File: config.mk
export PLATFORM = sky130hd
export DESIGN_NAME = sf_snoop_filter
export DESIGN_NICKNAME = d
export VERILOG_FILES = /design/src/rtl/sf_pkg.sv /design/src/rtl/sf_cv_array.sv /design/src/rtl/sf_decide.sv /design/src/rtl/sf_snoop_out.sv /design/src/rtl/sf_snoop_filter.sv
export SDC_FILE = /design/constraint.sdc
export NUM_CORES = 1
export LEC_CHECK = 0
export BUFFER_PORTS_ARGS = -buffer_cell sky130_fd_sc_hd__buf_4
export CORE_MARGIN = 2
export CORE_UTILIZATION = 55
export CTS_CLUSTER_SIZE = 28
export DETAILED_ROUTE_END_ITERATION = 12
export PLACE_DENSITY = 0.74
export REMOVE_ABC_BUFFERS = 1
export SLEW_MARGIN = 20
export SYNTH_ARGS = -nofsm -noshare
export SYNTH_HDL_FRONTEND = slang
export SYNTH_SLANG_ARGS = --single-unit
File: constraint.sdc
create_clock -name clk -period 5.4 [get_ports clk]
set_input_delay 0.81 -clock clk [delete_from_list [all_inputs] [get_ports clk]]
set_output_delay 0.81 -clock clk [all_outputs]
set_load 0.01 [all_outputs]
File: src/rtl/sf_pkg.sv
package sf_pkg;

  typedef enum logic [1:0] {
    UPD_FILL  = 2'b00,
    UPD_DROP  = 2'b01,
    UPD_EVICT = 2'b10
  } upd_op_e;

  typedef enum logic [1:0] {
    SNP_READ = 2'b00,
    SNP_OWN  = 2'b01,
    SNP_BACK = 2'b10
  } snp_kind_e;

endpackage

File: src/rtl/sf_cv_array.sv
module sf_cv_array #(
  parameter int NUM_CORES = 4,
  parameter int LINES     = 64,
  parameter int IDX_W     = $clog2(LINES)
) (
  input  logic                 clk,
  input  logic                 rst_n,
  input  logic [IDX_W-1:0]     rd_idx,
  output logic [NUM_CORES-1:0] rd_bits,
  input  logic                 wr_en,
  input  logic [IDX_W-1:0]     wr_idx,
  input  logic [NUM_CORES-1:0] wr_bits
);

  logic [NUM_CORES-1:0] cv_q [LINES];

  always_ff @(posedge clk or negedge rst_n) begin
    if (!rst_n) begin
      for (int l = 0; l < LINES; l++) cv_q[l] <= '0;
    end else if (wr_en) begin
      cv_q[wr_idx] <= wr_bits;
    end
  end

  assign rd_bits = cv_q[rd_idx];

endmodule

File: src/rtl/sf_decide.sv
module sf_decide
  import sf_pkg::*;
#(
  parameter int NUM_CORES = 4,
  parameter int CORE_W    = $clog2(NUM_CORES)
) (
  input  logic [NUM_CORES-1:0] cur_bits,
  input  logic                 is_upd,
  input  logic [1:0]           upd_op,
  input  logic [CORE_W-1:0]    upd_core,
  input  logic [CORE_W-1:0]    req_core,
  input  logic                 req_rfo,
  input  logic                 tag_hit,
  output logic                 wr_en,
  output logic [NUM_CORES-1:0] wr_bits,
  output logic                 emit,
  output logic [1:0]           kind,
  output logic [NUM_CORES-1:0] vec,
  output logic                 may_dirty
);

  logic [NUM_CORES-1:0] req_mask;
  logic [NUM_CORES-1:0] upd_mask;

  generate
    for (genvar g = 0; g < NUM_CORES; g++) begin : g_dec
      assign req_mask[g] = (req_core == CORE_W'(g));
      assign upd_mask[g] = (upd_core == CORE_W'(g));
    end
  endgenerate

  always_comb begin
    wr_en   = 1'b0;
    wr_bits = cur_bits;
    emit    = 1'b0;
    kind    = SNP_READ;
    vec     = '0;
    if (is_upd) begin
      case (upd_op)
        UPD_FILL: begin
          wr_en   = 1'b1;
          wr_bits = cur_bits | upd_mask;
        end
        UPD_DROP: begin
          wr_en   = 1'b1;
          wr_bits = cur_bits & ~upd_mask;
        end
        UPD_EVICT: begin
          wr_en   = 1'b1;
          wr_bits = '0;
          emit    = 1'b1;
          kind    = SNP_BACK;
          vec     = cur_bits;
        end
        default: ;
      endcase
    end else begin
      emit = 1'b1;
      kind = req_rfo ? SNP_OWN : SNP_READ;
      if (tag_hit) begin
        vec     = cur_bits & ~req_mask;
        wr_en   = 1'b1;
        wr_bits = req_rfo ? req_mask : (cur_bits | req_mask);
      end
    end
  end

  assign may_dirty = emit && ($countones(cur_bits) == 1) && (vec != '0);

endmodule

File: src/rtl/sf_snoop_out.sv
module sf_snoop_out #(
  parameter int NUM_CORES = 4,
  parameter int ADDR_W    = 32,
  parameter int CORE_W    = 2
) (
  input  logic                 clk,
  input  logic                 rst_n,
  input  logic                 load,
  input  logic [1:0]           ld_kind,
  input  logic [NUM_CORES-1:0] ld_vec,
  input  logic [ADDR_W-1:0]    ld_addr,
  input  logic [CORE_W-1:0]    ld_src,
  input  logic                 ld_dirty,
  input  logic                 out_ready,
  output logic                 out_valid,
  output logic [1:0]           out_kind,
  output logic [NUM_CORES-1:0] out_vec,
  output logic [ADDR_W-1:0]    out_addr,
  output logic [CORE_W-1:0]    out_src,
  output logic                 out_dirty,
  output logic                 slot_free
);

  assign slot_free = !out_valid || out_ready;

  always_ff @(posedge clk or negedge rst_n) begin
    if (!rst_n) begin
      out_valid <= 1'b0;
      out_kind  <= '0;
      out_vec   <= '0;
      out_addr  <= '0;
      out_src   <= '0;
      out_dirty <= 1'b0;
    end else if (load) begin
      out_valid <= 1'b1;
      out_kind  <= ld_kind;
      out_vec   <= ld_vec;
      out_addr  <= ld_addr;
      out_src   <= ld_src;
      out_dirty <= ld_dirty;
    end else if (out_ready) begin
      out_valid <= 1'b0;
    end
  end

endmodule

File: src/rtl/sf_snoop_filter.sv
module sf_snoop_filter
  import sf_pkg::*;
#(
  parameter int NUM_CORES = 4,
  parameter int SETS      = 16,
  parameter int WAYS      = 4,
  parameter int ADDR_W    = 32,
  parameter int OFFSET_W  = 6,
  parameter int CORE_W    = $clog2(NUM_CORES),
  parameter int WAY_W     = $clog2(WAYS)
) (
  input  logic                 clk,
  input  logic                 rst_n,
  input  logic                 req_valid,
  output logic                 req_ready,
  input  logic [CORE_W-1:0]    req_core,
  input  logic [ADDR_W-1:0]    req_addr,
  input  logic                 req_rfo,
  input  logic                 tag_hit,
  input  logic [WAY_W-1:0]     tag_way,
  input  logic                 upd_valid,
  output logic                 upd_ready,
  input  logic [1:0]           upd_op,
  input  logic [CORE_W-1:0]    upd_core,
  input  logic [ADDR_W-1:0]    upd_addr,
  input  logic [WAY_W-1:0]     upd_way,
  output logic                 snp_valid,
  input  logic                 snp_ready,
  output logic [1:0]           snp_kind,
  output logic [NUM_CORES-1:0] snp_vec,
  output logic [ADDR_W-1:0]    snp_addr,
  output logic [CORE_W-1:0]    snp_src,
  output logic                 snp_may_dirty
);

  localparam int SET_W  = $clog2(SETS);
  localparam int LINES  = SETS * WAYS;
  localparam int LINE_W = SET_W + WAY_W;

  logic                 slot_free;
  logic                 upd_fire, req_fire, any_fire;
  logic [LINE_W-1:0]    line_idx;
  logic [NUM_CORES-1:0] cur_bits;
  logic                 dec_wr, dec_emit, dec_dirty;
  logic [NUM_CORES-1:0] dec_bits, dec_vec;
  logic [1:0]           dec_kind;
  logic [ADDR_W-1:0]    ld_addr;
  logic [CORE_W-1:0]    ld_src;

  // Update port has priority; evictions need a free output slot.
  assign upd_ready = upd_valid && ((upd_op != UPD_EVICT) || slot_free);
  assign req_ready = slot_free && !upd_valid;
  assign upd_fire  = upd_valid && upd_ready;
  assign req_fire  = req_valid && req_ready;
  assign any_fire  = upd_fire || req_fire;

  assign line_idx = upd_valid ? {upd_addr[OFFSET_W +: SET_W], upd_way}
                              : {req_addr[OFFSET_W +: SET_W], tag_way};

  sf_cv_array #(
    .NUM_CORES (NUM_CORES),
    .LINES     (LINES),
    .IDX_W     (LINE_W)
  ) cv_i (
    .clk     (clk),
    .rst_n   (rst_n),
    .rd_idx  (line_idx),
    .rd_bits (cur_bits),
    .wr_en   (dec_wr && any_fire),
    .wr_idx  (line_idx),
    .wr_bits (dec_bits)
  );

  sf_decide #(
    .NUM_CORES (NUM_CORES),
    .CORE_W    (CORE_W)
  ) dec_i (
    .cur_bits  (cur_bits),
    .is_upd    (upd_valid),
    .upd_op    (upd_op),
    .upd_core  (upd_core),
    .req_core  (req_core),
    .req_rfo   (req_rfo),
    .tag_hit   (tag_hit),
    .wr_en     (dec_wr),
    .wr_bits   (dec_bits),
    .emit      (dec_emit),
    .kind      (dec_kind),
    .vec       (dec_vec),
    .may_dirty (dec_dirty)
  );

  assign ld_addr = upd_valid ? upd_addr : req_addr;
  assign ld_src  = upd_valid ? upd_core : req_core;

  sf_snoop_out #(
    .NUM_CORES (NUM_CORES),
    .ADDR_W    (ADDR_W),
    .CORE_W    (CORE_W)
  ) out_i (
    .clk       (clk),
    .rst_n     (rst_n),
    .load      (dec_emit && any_fire),
    .ld_kind   (dec_kind),
    .ld_vec    (dec_vec),
    .ld_addr   (ld_addr),
    .ld_src    (ld_src),
    .ld_dirty  (dec_dirty),
    .out_ready (snp_ready),
    .out_valid (snp_valid),
    .out_kind  (snp_kind),
    .out_vec   (snp_vec),
    .out_addr  (snp_addr),
    .out_src   (snp_src),
    .out_dirty (snp_may_dirty),
    .slot_free (slot_free)
  );

endmodule

# After elaboration in Yosys (flattened, before gate mapping)
# Cells that the tools add are included.
# op_classes
mux,26
n_lt_le_gt_ge,2
n_bitwise,7
reduce_logical,20
n_addsub,3
n_eq_ne,10
# ops
op,n
256-bit bitwise mux,1
4-bit two-way mux,9
32-bit adder,1
32-bit by 2-bit equality test with 1-bit output (second input constant),1
32-bit two-way mux,1
4-bit binary-select mux with 6-bit select,1
4-bit demux with 6-bit select,1
4-bit case mux with 3 select lines,1
2-bit equality test (second input constant),5
1-bit logical AND,9
4-bit bitwise AND,2
1-bit two-way mux,8
4-bit NOT,2
4-bit OR,2
7-bit greater-or-equal comparator (second input constant),1
7-bit by 1-bit < comparator with 1-bit output (second input constant),1
6-bit NOT with 7-bit output,1
2-bit by 1-bit equality test with 1-bit output (second input constant),3
2-bit zero test,3
2-bit two-way mux,3
6-bit two-way mux,1
1-bit by 1-bit adder with 2-bit output,2
4-bit nonzero test,1
1-bit logical OR,3
other kinds (4),5
# totals
in_bits,81
wordCells,138
reg_bits,298
output_inout_bits,44

# Longest topological paths before layout
# logic_depth
word_depth,10
ltp_mapped,19
ltp_nobuf,15

# Modules after synthesis
# A second synthesis with hierarchy kept.
# hier_totals
hier_cells,995
area_unflattened_um2,14624.0
# by_module_without_submodules
mod,cells_per_inst,n_inst,area_per_inst_um2,seq_area_each_um2
sf_cv_array,797,1,11990.2,6406.1
sf_snoop_out,90,1,1762.9,1051.0
sf_snoop_filter,46,1,478.0,0.0
sf_decide,62,1,392.9,0.0

# Worst setup path after synthesis
# OpenSTA, ideal clock, no wires.
# synth_path
path_kind,in2reg
from,input port tag_way[1]
to,register out_i.out_dirty
path_stages,18
path_buffers,4
t_required_ns,5.313
setup_slack_ns,1.203
arrival_time_ns,4.111
setup_ns,0.087
cell_sequence,clkbuf_2 -> mux2_1 -> buf_4 -> buf_4 -> buf_4 -> a221oi_1 -> o22a_1 -> o211ai_1 -> nor4b_1 -> inv_1 -> ha_1 -> ha_1 -> fa_1 -> nor2_1 -> nand3_1 -> a221oi_1 -> o31ai_1 -> o211ai_1
# synth_via
elab_chain_cells,10
word_cells_on_any_way,16
classes_between,add/sub (3); eq/ne (1); mux (7); bitwise (2); reduce/logical (3)
# synth_lines
item,line,rtl
"start, declared",sf_snoop_filter.sv:20,"input logic [WAY_W-1:0] tag_way,"
6-bit two-way mux *,sf_snoop_filter.sv:57,"assign line_idx = upd_valid ? {upd_addr[OFFSET_W +: SET_W], upd_way}"
6-bit NOT with 7-bit output (implied by the code) *,sf_cv_array.sv:25,assign rd_bits = cv_q[rd_idx];
4-bit binary-select mux with 6-bit select *,sf_cv_array.sv:25,
4-bit two-way mux (implied by the code) * (2 in a row),sf_cv_array.sv:25,
1-bit by 1-bit adder with 2-bit output (implied by the code) / 4-bit bitwise AND (equally long branches),"sf_decide.sv:68, sf_decide.sv:61",
32-bit adder (implied by the code) / 4-bit two-way mux (equally long branches),"sf_decide.sv:68, sf_decide.sv:60",
32-bit by 2-bit equality test with 1-bit output / 4-bit two-way mux (equally long branches),"sf_decide.sv:68, sf_decide.sv:38",
1-bit logical AND / 4-bit nonzero test (equally long branches),sf_decide.sv:68,assign may_dirty = emit && ($countones(cur_bits) == 1) && (vec != '0);
1-bit logical AND *,sf_decide.sv:68,
"end signal, assigned",sf_snoop_out.sv:40,out_dirty <= ld_dirty;
"end, declared",sf_snoop_out.sv:20,"output logic out_dirty,"
# Every way passes the cells marked *; elsewhere a longest branch is shown, timed or not. The select of a mux whose other input is x is not followed.
# A chain may end at the register's enable or synchronous reset.

# Worst setup path in the final report
# layout_path
from,input port upd_valid
to,register out_i.out_dirty
# layout_via
elab_chain_cells,10
word_cells_on_any_way,24
classes_between,add/sub (3); eq/ne (1); mux (8); bitwise (2); reduce/logical (10)
# layout_lines
item,line,rtl
"start, declared",sf_snoop_filter.sv:21,"input logic upd_valid,"
6-bit two-way mux,sf_snoop_filter.sv:57,
6-bit NOT with 7-bit output (implied by the code),sf_cv_array.sv:25,
4-bit binary-select mux with 6-bit select,sf_cv_array.sv:25,
4-bit two-way mux (implied by the code) (2 in a row),sf_cv_array.sv:25,
1-bit by 1-bit adder with 2-bit output (implied by the code) / 4-bit bitwise AND (equally long branches),"sf_decide.sv:68, sf_decide.sv:61",
32-bit adder (implied by the code) / 4-bit two-way mux (equally long branches),"sf_decide.sv:68, sf_decide.sv:60",
32-bit by 2-bit equality test with 1-bit output / 4-bit two-way mux (equally long branches),"sf_decide.sv:68, sf_decide.sv:38",
1-bit logical AND / 4-bit nonzero test (equally long branches),sf_decide.sv:68,
1-bit logical AND,sf_decide.sv:68,
# Parallel ways exist; a longest one is shown, timed or not. The select of a mux whose other input is x is not followed.

==> flow_summary.ini <==
[placed_design]
place_congestion = 0.970
io_buffers = 124
dpl.hpwl_mm = 31.2

[synth]
postSynthCellCount = 1492
syn_avg_cell_area_um2 = 9.64
ys_warn_count = 0
synth_ff_type = dfrtp_1
synth_cell_types = 71
synth_seq_cells = 298
synth_edf_count = 0
async_flop_share_pct = 100
synth_seq_area_share_pct = 51.8
netlist_area_um2 = 14400

[clocking]
clk_path_buf_depth = 3
cts_made_buffers = 30
postCtsHoldBufs = 0
postCtsSetupBuffers = 0
clock_sinks = 298
cts_resized = 0
h-tree-depth = 1
clk_latency_ps = 560
clkTransAtPathRegs_ps = 60
cts_root_buffer = clkbuf_16
cts_tree = done

[die]
die_w_um = 166
rows = 59
io_pins = 125
die_h_um = 166
die_area_um2 = 27500
start_util_pct = 55.7
core_region_area_um2 = 25800

[route]
vias = 12200
drt-total-wl_mm = 45.0
first_iter_violations = 1255
viasPerCell = 6.16
postRouteAntennaNets = 0
drt_first_pass_iters = 6
wl_per_cell_um = 22.7
drcViolationCount = 0

[setup_path]
crit_type = in2reg
crit_fanout = 27
crit_arrival_ps = 5170
crit_path_end_kind = register
cp_cell_sequence = buf_4 > buf_4 > mux2i_1 > nor2_1 > o21ai_0 > o211ai_1 > nor4b_1 > inv_1 > ha_1 > ha_1 > fa_1 > nor2_1 > nand3_1 > a221oi_1 > o31ai_1 > o211ai_1
cpPeakStageDelay_ps = 700
required_ps = 5870
cp_slowest_cell = nor4b_1
startpoint_type = input port

[global_routing]
grt_max_degree = 123
antenna_found_initial = 0
grt_pass1_wl_mm = 70.8
grt_pass1_vias = 12000
grt_util_all_layers_pct = 33.0
overflow = 0

[final_layout]
antenna_cells = 0
seq_area_um2 = 7460
multi_input_area_um2 = 6450
post-route-util_pct = 65.3
layout.nets = 1707
num-fill-cells = 2148
drive_gt1_share_pct = 19.6
areaGrowthSynthToFinish_pct = 17.3

[sta]
setup_viol_count_final = 0
fin_crit_ps = 4700
hold_viol = 0
rsz0062_at_grt = false
finClkSkew_ps = 15.2
slew_violations = 0
tightest_slew_ps = 1140
period_share_pct = 87.1
finalSetupTns_ps = 0
fmax_mhz = 213
max-slew-margin-rel_pct = 23.5

[pwr]
peakVddDrop_v = 0.000266
powerDensity_nw_per_um2 = 367
p_leak_nw = 7.70

[worst_hold_path]
hp-class = in2async

[run_status]
status = completed

[run]
cap_violations = 0
## cell families after synthesis
| logic type | count (synthesis) | synth area share (%) |
|---|---|---|
| DFF | 298 | 51.8 |
| buffers and inverters | 97 | 3.70 |
| adders and majority gates | 3 | 0.313 |
| muxes | 155 | 11.5 |
| AOI/OAI and AO/OA | 419 | 17.7 |
| and+or+nand+nor | 519 | 14.9 |
| xor gates and xnor gates | 1 | 0.0609 |
## cells in the mapped netlist (8+ instances only)
| master | instances | area share, % |
|---|---|---|
| clkbuf_2 | 10 | 0.35 |
| a32oi_1 | 12 | 0.73 |
| a211oi_1 | 8 | 0.42 |
| buf_2 | 20 | 0.70 |
| buf_6 | 12 | 0.94 |
| inv_1 | 11 | 0.29 |
| nor4_1 | 9 | 0.39 |
| nor2_1 | 73 | 1.9 |
| nand2_1 | 367 | 9.6 |
| nor3_1 | 26 | 0.90 |
| a22oi_1 | 11 | 0.57 |
| a21oi_1 | 29 | 1.0 |
| a31oi_1 | 13 | 0.57 |
| buf_4 | 11 | 0.57 |
| mux2i_1 | 84 | 5.8 |
| mux2_2 | 63 | 4.9 |
| o31ai_1 | 8 | 0.42 |
| o22ai_1 | 35 | 1.5 |
| clkbuf_1 | 29 | 0.76 |
| nand2b_1 | 8 | 0.35 |
| o21ai_0 | 241 | 8.4 |
| dfrtp_1 | 298 | 52 |
## cells in the final DEF, fill, tap and decap left out, types with 13 or more instances in the layout
| cell | instances |
|---|---|
| a21oi_1 | 29 |
| a31oi_1 | 13 |
| buf_4 | 179 |
| clkbuf_16 | 31 |
| dfrtp_1 | 298 |
| mux2_2 | 64 |
| mux2i_1 | 83 |
| nand2_1 | 367 |
| nor2_1 | 73 |
| nor3_1 | 26 |
| o21ai_0 | 241 |
| o22ai_1 | 34 |
## power breakdown
part           switching [mW]  internal, mW
Clock                   0.904          1.29
Combinational           0.699         0.482
Sequential              0.231          2.59
Total                    1.83          4.36
## registers in the layout, indices dropped and copies added (netlist names)
name,count
cv_i.cv_q,256
out_i.out_src,2
out_i.out_valid,1
out_i.out_vec,4
out_i.out_addr,32
out_i.out_kind,2
out_i.out_dirty,1
## cell type report
class	count	area share, %
multi-input cells	1097	38.2
clock buffers	42	5.26
flip-flops and latches	298	44.2
inverters	11	0.245
clock inverters	13	0.956
repair buffers	185	8.64
well taps	335	2.48
## path summary, 6_finish.rpt
path / slack [ps] / to / depth (start not counted) / from
min: 310 / out_i.out_addr[31] / 1 / rst_n
min reg2reg: 480 / cv_i.cv_q[197] / 2 / cv_i.cv_q[197]
max in group asynchronous: 3920 / cv_i.cv_q[72] / 2 / rst_n
min in group clk: 480 / cv_i.cv_q[197] / 2 / cv_i.cv_q[197]
max reg2reg: 1670 / out_i.out_dirty / 14 / cv_i.cv_q[73]
max: 700 / out_i.out_dirty / 16 / upd_valid
## per-stage QoR
step	instances	cell area [um2]	power, mW	worst slack (ps)	hold WS (ps)
floorplan	1406	13900	3.42	115	441
global placement	1926	15800	3.98	434	457
detailed placement	1926	15800	4.02	385	467
CTS	1981	16900	6.21	948	353
global route	1981	16900	6.46	588	408
finish	1981	16900	6.20	697	307
## layer usage
layer | up-vias | GRT usage, % | share of wire (%)
met1 | 5919 | 47.0 | 42
met2 | 610 | 50.4 | 44
met5 | - | 0 | 0
met4 | 0 | 13.0 | 4.3
li1 | 5568 | - | -
met3 | 115 | 6.34 | 9.6
## critical path: cells and delay by family
family | cells | cell delay (ps)
buffers and inverters | 3 | 660
AND/OR/NAND/NOR | 4 | 1310
multiplexers | 1 | 620
adder cells (fa/ha/maj) | 3 | 910
AO/OA/AOI/OAI | 5 | 850
Power figures use the tool's default switching activity.
